File: src/rtl/rxf_pkg.sv
package rxf_pkg;
  localparam int SLOTS    = 4;
  localparam int REASON_W = 4;

  typedef logic [REASON_W-1:0] reason_t;

  localparam reason_t RSN_NONE     = 4'd0;
  localparam reason_t RSN_SA_BASE  = 4'd1;
  localparam reason_t RSN_TID_BASE = 4'd5;
  localparam reason_t RSN_HASH     = 4'd9;
  localparam reason_t RSN_BCAST    = 4'd10;
  localparam reason_t RSN_EXT      = 4'd11;
  localparam reason_t RSN_ALL      = 4'd12;

  // Match strobes handed from datapath to control
  typedef struct packed {
    logic [SLOTS-1:0] saHit;
    logic [SLOTS-1:0] tidHit;
    logic             hashHit;
    logic             bcastHit;
    logic             extHit;
    logic             allHit;
  } hit_t;
endpackage

File: src/rtl/rxf_match_dp.sv
module rxf_match_dp
  import rxf_pkg::*;
#(
  parameter int ADDR_W    = 48,
  parameter int HIGH_W    = 16,
  parameter int TYPE_W    = 16,
  parameter int HASH_BITS = 6
) (
  input  logic [ADDR_W-1:0]              dstAddr,
  input  logic [TYPE_W-1:0]              typeLen,
  input  logic                           extMatch,
  input  logic [SLOTS*(ADDR_W-HIGH_W)-1:0] saLow,
  input  logic [SLOTS*HIGH_W-1:0]        saHigh,
  input  logic [SLOTS-1:0]               saEnable,
  input  logic [SLOTS*TYPE_W-1:0]        tidValue,
  input  logic [SLOTS-1:0]               tidEnable,
  input  logic [(1<<HASH_BITS)-1:0]      hashTable,
  input  logic                           ucHashEn,
  input  logic                           mcHashEn,
  input  logic                           noBroadcast,
  input  logic                           copyAll,
  output hit_t                           hits
);
  localparam int LOW_W  = ADDR_W - HIGH_W;
  localparam int SLICES = ADDR_W / HASH_BITS;
  localparam int MC_BIT = ADDR_W - 8;

  logic [SLOTS-1:0]     saVec;
  logic [SLOTS-1:0]     tidVec;
  logic [HASH_BITS-1:0] hashIdx;
  logic                 isMulti;
  logic                 isBcast;

  for (genvar g = 0; g < SLOTS; g++) begin : g_slot
    assign saVec[g]  = saEnable[g] &&
                       (dstAddr == {saHigh[g*HIGH_W +: HIGH_W], saLow[g*LOW_W +: LOW_W]});
    assign tidVec[g] = tidEnable[g] && (typeLen == tidValue[g*TYPE_W +: TYPE_W]);
  end

  always_comb begin
    hashIdx = '0;
    for (int k = 0; k < SLICES; k++) begin
      hashIdx = hashIdx ^ dstAddr[k*HASH_BITS +: HASH_BITS];
    end
  end

  assign isMulti = dstAddr[MC_BIT];
  assign isBcast = &dstAddr;

  always_comb begin
    hits          = '0;
    hits.saHit    = saVec;
    hits.tidHit   = tidVec;
    hits.hashHit  = hashTable[hashIdx] && (isMulti ? mcHashEn : ucHashEn);
    hits.bcastHit = isBcast && !noBroadcast;
    hits.extHit   = extMatch;
    hits.allHit   = copyAll;
  end
endmodule

File: src/rtl/rxf_prio_ctrl.sv
module rxf_prio_ctrl
  import rxf_pkg::*;
(
  input  logic    clk,
  input  logic    rstN,
  input  logic    frameValid,
  input  hit_t    hits,
  output logic    outValid,
  output logic    accept,
  output reason_t reason
);
  reason_t nextReason;

  // Lowest priority assigned first; later assignments override
  always_comb begin
    nextReason = RSN_NONE;
    if (hits.allHit)   nextReason = RSN_ALL;
    if (hits.extHit)   nextReason = RSN_EXT;
    if (hits.bcastHit) nextReason = RSN_BCAST;
    if (hits.hashHit)  nextReason = RSN_HASH;
    for (int i = SLOTS - 1; i >= 0; i--) begin
      if (hits.tidHit[i]) nextReason = reason_t'(RSN_TID_BASE + reason_t'(i));
    end
    for (int i = SLOTS - 1; i >= 0; i--) begin
      if (hits.saHit[i]) nextReason = reason_t'(RSN_SA_BASE + reason_t'(i));
    end
  end

  always_ff @(posedge clk or negedge rstN) begin
    if (!rstN) begin
      outValid <= 1'b0;
      accept   <= 1'b0;
      reason   <= RSN_NONE;
    end else begin
      outValid <= frameValid;
      accept   <= frameValid && (nextReason != RSN_NONE);
      reason   <= frameValid ? nextReason : RSN_NONE;
    end
  end

  p_latency_r11: assert property (@(posedge clk) disable iff (!rstN)
    frameValid |=> outValid);
  p_quiet_r11: assert property (@(posedge clk) disable iff (!rstN)
    !outValid |-> (!accept && reason == RSN_NONE));
  p_promisc_r7: assert property (@(posedge clk) disable iff (!rstN)
    (frameValid && hits.allHit) |=> accept);
  p_slot0_first_r9: assert property (@(posedge clk) disable iff (!rstN)
    (frameValid && hits.saHit[0]) |=> (reason == RSN_SA_BASE));
  p_code_range_r9: assert property (@(posedge clk) disable iff (!rstN)
    reason <= RSN_ALL);
  p_accept_code_r11: assert property (@(posedge clk) disable iff (!rstN)
    accept == (reason != RSN_NONE));
endmodule

File: src/rtl/rx_addr_filter.sv
module rx_addr_filter
  import rxf_pkg::*;
#(
  parameter int ADDR_W    = 48,
  parameter int HIGH_W    = 16,
  parameter int TYPE_W    = 16,
  parameter int HASH_BITS = 6,
  localparam int LOW_W    = ADDR_W - HIGH_W,
  localparam int TABLE_N  = 1 << HASH_BITS
) (
  input  logic                        clk,
  input  logic                        rstN,
  input  logic                        frameValid,
  input  logic [ADDR_W-1:0]           dstAddr,
  input  logic [TYPE_W-1:0]           typeLen,
  input  logic                        extMatch,
  input  logic [SLOTS*LOW_W-1:0]      saLow,
  input  logic [SLOTS*HIGH_W-1:0]     saHigh,
  input  logic [SLOTS-1:0]            saEnable,
  input  logic [SLOTS*TYPE_W-1:0]     tidValue,
  input  logic [SLOTS-1:0]            tidEnable,
  input  logic [TABLE_N-1:0]          hashTable,
  input  logic                        ucHashEn,
  input  logic                        mcHashEn,
  input  logic                        noBroadcast,
  input  logic                        copyAll,
  output logic                        outValid,
  output logic                        accept,
  output logic [REASON_W-1:0]         reason
);
  hit_t hits;

  rxf_match_dp #(
    .ADDR_W(ADDR_W), .HIGH_W(HIGH_W), .TYPE_W(TYPE_W), .HASH_BITS(HASH_BITS)
  ) u_dp (
    .dstAddr(dstAddr), .typeLen(typeLen), .extMatch(extMatch),
    .saLow(saLow), .saHigh(saHigh), .saEnable(saEnable),
    .tidValue(tidValue), .tidEnable(tidEnable), .hashTable(hashTable),
    .ucHashEn(ucHashEn), .mcHashEn(mcHashEn), .noBroadcast(noBroadcast),
    .copyAll(copyAll), .hits(hits)
  );

  rxf_prio_ctrl u_ctrl (
    .clk(clk), .rstN(rstN), .frameValid(frameValid), .hits(hits),
    .outValid(outValid), .accept(accept), .reason(reason)
  );
endmodule

File: config.mk
export PLATFORM = sky130hd
export DESIGN_NAME = rx_addr_filter
export DESIGN_NICKNAME = d
export VERILOG_FILES = /design/src/rtl/rxf_pkg.sv /design/src/rtl/rxf_match_dp.sv /design/src/rtl/rxf_prio_ctrl.sv /design/src/rtl/rx_addr_filter.sv
export SDC_FILE = /design/constraint.sdc
export NUM_CORES = 1
export LEC_CHECK = 0
export BUFFER_PORTS_ARGS = -buffer_cell sky130_fd_sc_hd__buf_2
export CORE_AREA = 2 2 156 158
export DETAILED_ROUTE_END_ITERATION = 10
export DIE_AREA = 0 0 158 160
export HOLD_SLACK_MARGIN = 0.12
export SYNTH_ARGS = -nofsm -noshare
export SYNTH_HDL_FRONTEND = slang
export SYNTH_SLANG_ARGS = --single-unit
File: constraint.sdc
create_clock -name clk -period 0.8 [get_ports clk]
set_clock_uncertainty 0.1 [all_clocks]
set_input_delay 0.04 -clock clk [delete_from_list [all_inputs] [get_ports clk]]
set_output_delay 0.04 -clock clk [all_outputs]
set_load 0.005 [all_outputs]
# After elaboration in Yosys (flattened, before gate mapping)
# Index checks and enable logic that the tools add are counted.
# totals
reg_bits	6
in_bits	400
output_inout_bits	6
word_cells	49
# classes
order_cmp	1
eq_ne	8
n_mux	16
bitwise_logic	7
n_reduce_logical	14
# ops
operator	count
$eq 48x48->1	4
$eq 16x16->1	4
$mux 4	13
$reduce_and 48->1	1
$xor 6x6->6	7
$logic_and 1x1->1	11
$lt 6x7->1 const B	1
$bmux 1 s6	1
$reduce_bool 4->1	1
$mux 1	2
$logic_not 1->1	1

# Logic depth before layout (Yosys ltp)
# depth
ltp_word	21
ltp_mapped	13
mapped_depth_nobuf	10

# Hierarchy
# A second synthesis with hierarchy kept.
# hier_totals
cells_unflattened	573
area_unflattened_um2	4722.0
# modules_own_cells
mod	instances	cells_per_inst	area_per_inst_um2	seq_area_each_um2
rxf_match_dp	1	540	4405.5	0.0
rxf_prio_ctrl	1	33	316.6	150.1

# Worst setup path before layout
# OpenSTA, ideal clock, no wires.
# synth_path
path_type	input to register
from	in dstAddr[1]
to	reg u_ctrl.accept
setup_time_ps	126
arrival_ps	2645
required_time_ps	574
slack_ps	-2071
cell_stages	12
n_path_buf	2
path_cell_list	buf_4 -> xor2_1 -> xnor2_1 -> xnor2_2 -> buf_6 -> mux4_1 -> nor2_1 -> nor3_1 -> o41ai_4 -> and3_1 -> nand4_1 -> a221o_1
# synth_via
elab_chain_len	21
elab_cells_between_ends	32
cone_classes	eq/ne (4); mux (12); bitwise (7); reduce/logical (9)
# synth_rtl
item	line	rtl
from (decl)	rx_addr_filter.sv:14	input logic [ADDR_W-1:0] dstAddr,
$xor 6x6->6 (7 in series)	rxf_match_dp.sv:43	hashIdx = hashIdx ^ dstAddr[k*HASH_BITS +: HASH_BITS];
$bmux 1 s6	rxf_match_dp.sv:54	hits.hashHit = hashTable[hashIdx] && (isMulti ? mcHashEn : ucHashEn);
$mux 1 (implied by the code)	rxf_match_dp.sv:54	
$logic_and 1x1->1	rxf_match_dp.sv:54	
$mux 4	rxf_prio_ctrl.sv:20	if (hits.hashHit) nextReason = RSN_HASH;
$mux 4 (4 in series)	rxf_prio_ctrl.sv:22	if (hits.tidHit[i]) nextReason = reason_t'(RSN_TID_BASE + reason_t'(i));
$mux 4 (3 in series)	rxf_prio_ctrl.sv:25	if (hits.saHit[i]) nextReason = reason_t'(RSN_SA_BASE + reason_t'(i));
$mux 4 *	rxf_prio_ctrl.sv:25	
$reduce_bool 4->1 *	rxf_prio_ctrl.sv:36	accept <= frameValid && (nextReason != RSN_NONE);
$logic_and 1x1->1 *	rxf_prio_ctrl.sv:36	
to (signal assigned)	rxf_prio_ctrl.sv:36	
to (decl)	rxf_prio_ctrl.sv:9	output logic accept,
# Every way passes the cells marked *; elsewhere a longest branch is shown, timed or not. The select of a mux whose other input is x is not followed.

# Worst setup path after layout
# layout_path
from	in dstAddr[30]
to	reg u_ctrl.accept
# layout_via
elab_chain_len	17
elab_cells_between_ends	28
cone_classes	eq/ne (4); mux (12); bitwise (3); reduce/logical (9)
# layout_rtl
item	line
$xor 6x6->6 (3 in series)	rxf_match_dp.sv:43
$bmux 1 s6	rxf_match_dp.sv:54
$mux 1 (implied by the code)	rxf_match_dp.sv:54
$logic_and 1x1->1	rxf_match_dp.sv:54
$mux 4	rxf_prio_ctrl.sv:20
$mux 4 (4 in series)	rxf_prio_ctrl.sv:22
$mux 4 (3 in series)	rxf_prio_ctrl.sv:25
$mux 4 *	rxf_prio_ctrl.sv:25
$reduce_bool 4->1 *	rxf_prio_ctrl.sv:36
$logic_and 1x1->1 *	rxf_prio_ctrl.sv:36
# Marks and branches as above.

==> impl_metrics.env <==
export IMPL_drive_gt1_share_pct=54.2
export IMPL_crit_top_cell="xnor2_4"
export IMPL_setup_viol_count_final=11
export IMPL_dieArea_mm2=0.0253
export IMPL_synth_top_family_by_area="XOR/XNOR gates"
export IMPL_gr_usage_met1_pct=25.5
export IMPL_ys_seq_area_share_pct=3.29
export IMPL_startpoint_type="input port"
export IMPL_cts_made_buffers=3
export IMPL_synth_xor_area_share_pct=56.3
export IMPL_dieWidth_um=158
export IMPL_critPathArrivalTime_ns=2.77
export IMPL_drt_total_wl_um=28800
export IMPL_cp_end_kind="flip-flop"
export IMPL_syn_to_final_growth_pct=77.3
export IMPL_p_int_mw=4.71
export IMPL_std_cell_rows=57
export IMPL_ios=406
export IMPL_switching_power_mw=3.42
export IMPL_dr_pass1_iters=4
export IMPL_grt_max_degree=11
export IMPL_finalPower_mw=8.13
export IMPL_crit_type="in -> reg"
export IMPL_grtUsageMet3_pct=3.04
export IMPL_post_route_util_pct=34.0
export IMPL_drt_vias_per_instance=4.42
export IMPL_ys_top_cells_by_area="xnor2_1 31%, xor2_1 24%, nand4_1 6.7%"
export IMPL_peakVddDrop_mv=0.499
export IMPL_grt_pass1_wl_um=39500
export IMPL_antenna_found_initial=2
export IMPL_vias=6115
export IMPL_min_delay_start="frameValid"
export IMPL_p_sw_share_pct=42.1
export IMPL_synth_area_per_cell_um2=8.04
export IMPL_synth_compound_area_share_pct=5.89
export IMPL_clk_pin_slew_ns=0.03
export IMPL_cpMaxStageDelayCell="mux4_2"
export IMPL_muxShareOfSynthArea_pct=7.78
export IMPL_min_period_ns=2.76
export IMPL_cp_top_family="compound AO/OA/AOI/OAI gates"
export IMPL_synth_seq_cells=6
export IMPL_synth_ff_type="dfrtp_1"
export IMPL_pwr_share_seq_pct=4.5
export IMPL_status="complete, but fails checks"
export IMPL_maxCapViolations=0
export IMPL_clock_power_share_pct=10.0
export IMPL_yosys_area_top_type_share_pct=31.3
export IMPL_yosys_area_share_simple_pct=19.2
export IMPL_dp_slack_ns=-2.34
export IMPL_fin_crit_sh_pct=346
export IMPL_slew_headroom_pct=63.7
export IMPL_nFillCells=2607
export IMPL_io_buffers=405
export IMPL_p_per_area_mw_per_mm2=1000
export IMPL_die_y_um=160
export IMPL_hp_class="in -> reg"
export IMPL_fin_ws_ns=-1.96
export IMPL_violations="hold timing, setup timing"
export IMPL_cts_max_path_buffers=2
export IMPL_share_comb_of_total_power_pct=85.5
export IMPL_async_flop_share_pct=100
export IMPL_ys_types=46
export IMPL_rsz0062_at_grt="true"
export IMPL_synth_edf_count=0
export IMPL_nets=1461
export IMPL_postRouteAntennaNets=0
export IMPL_wl_per_cell_um=20.8
export IMPL_core_area_mm2=0.0238
export IMPL_fin_hold_ws_ns=-0.0510
export IMPL_grt_overflow_total=0
export IMPL_final_common_cell="buf_2"
export IMPL_initial_core_util_pct=19.2
export IMPL_p_leak_nw=3.79
export IMPL_dp_hpwl_um=26400
export IMPL_clock_sinks=6
export IMPL_grt_usage_pct=21.8
export IMPL_crit_cells=10
export IMPL_grt_pass1_vias=6401
export IMPL_drtIter0Drc=265
export IMPL_place_gp_congestion=0.949
export IMPL_synth_fp_nets=968
export IMPL_drc=0
export IMPL_fin_tns_setup_ns=-9.28
export IMPL_final_max_slew_viol_count=0
export IMPL_hold_viol_final=2
export IMPL_synth_area_mm2=0.00457
export IMPL_cts_tree="yes"
export IMPL_startpoint="dstAddr[30]"
export IMPL_worst_slew_pin_slew_ns=0.537
export IMPL_yosys_area_top_type="xnor2_1"
export IMPL_root_buffer="clkbuf_16"
export IMPL_cts_max_level=1
export IMPL_crit_chain="buf_8, xnor2_4, xnor2_4, xnor2_4, mux4_2, o2111a_1, o41ai_4, and3_1, nand4_1, a221o_1"
export IMPL_ctsHoldBuffers=1
export IMPL_grt_use_met2_pct=40.8
export IMPL_whs_path_depth=2
export IMPL_synth_warnings=0
export IMPL_cp_required_ns=0.81
export IMPL_synthAdderAreaFrac_pct=0
export IMPL_grt_busiest_layer="met2"
export IMPL_syn_inst=568
export IMPL_cp_buffers_inverters=1
export IMPL_critPathMaxFanout=6
export IMPL_fmax_ghz=0.362
export IMPL_slowest_delay_ns=0.55
export IMPL_final_cell_mix="401 x buf_2, 149 x xnor2_1, 136 x buf_4"
sequential cells by signal (all words and copies together) (netlist names):
| register | cells |
|---|---|
| u_ctrl.accept | 1 |
| u_ctrl.outValid | 1 |
| u_ctrl.reason | 4 |
cell usage after synthesis, drive strengths merged (4+ instances only):
library cell  count
nand4            49
nor4             39
a31oi             4
clkbuf           26
nand2            13
xor2            127
nand3            12
xnor2           165
dfrtp             6
nor3             12
nor2              9
inv              10
mux2i             7
buf              30
nor2b             4
mux4             11
power groups by stage:
stage / registers (mW) / logic [mW] / clock network [mW]
2_1_floorplan: 0.381 / 3.57 / 0
3_3_place_gp: 0.373 / 6.56 / 0
3_5_place_dp: 0.372 / 6.64 / 0
4_1_cts: 0.369 / 6.85 / 0.825
5_1_grt: 0.372 / 7.50 / 0.837
6_report: 0.368 / 6.95 / 0.813
per-stage QoR:
stage / area (um^2) / instances
after global routing: 8100 / 1384
after floorplan: 4690 / 568
after CTS: 8020 / 1381
after global placement: 7820 / 1376
after detailed placement: 7820 / 1376
final: 8100 / 1384
layout make-up:
type	instances	area (um^2)	share of cell area (%)
inverter	10	37.5	0.463
sequential	6	150	1.85
antenna	1	2.50	0.0309
clock buffer	3	75.1	0.927
timing repair buffer	544	3120	38.5
tap	324	405	5.01
multi-input combinational	496	4310	53.2
logic make-up (layout without fill, tap and decap cells):
group,Yosys count,count (layout)
other,0,1
muxes,19,19
buffers and inverters,66,557
and+or+nand+nor,152,152
xor gates and xnor gates,292,292
DFF,6,6
AOI/OAI and AO/OA,33,33
worst paths after layout:
check,endpoint,slack (ns)
min in group asynchronous,u_ctrl.accept,0.08
hold / removal,u_ctrl.outValid,-0.05
setup / recovery,u_ctrl.accept,-1.96
max in group asynchronous,u_ctrl.reason[0],0.38
per-layer routing:
| layer | share of wire, % | vias to the layer above |
|---|---|---|
| met5 | 0.024 | - |
| met4 | 3.3 | 2 |
| met3 | 6.8 | 45 |
| met2 | 51 | 291 |
| met1 | 39 | 2813 |
| li1 | - | 2964 |
repair_timing:
item / 4_1_cts / 5_1_grt
endpoints found under the setup margin: 11 / 11
gates resized for setup: 16 / 12
pin swaps: 5 / 13
endpoints found under the hold margin: 9 / 9
cloned: 0 / 0
buffers inserted: 3 / 2
Power figures use the tool's default switching activity.
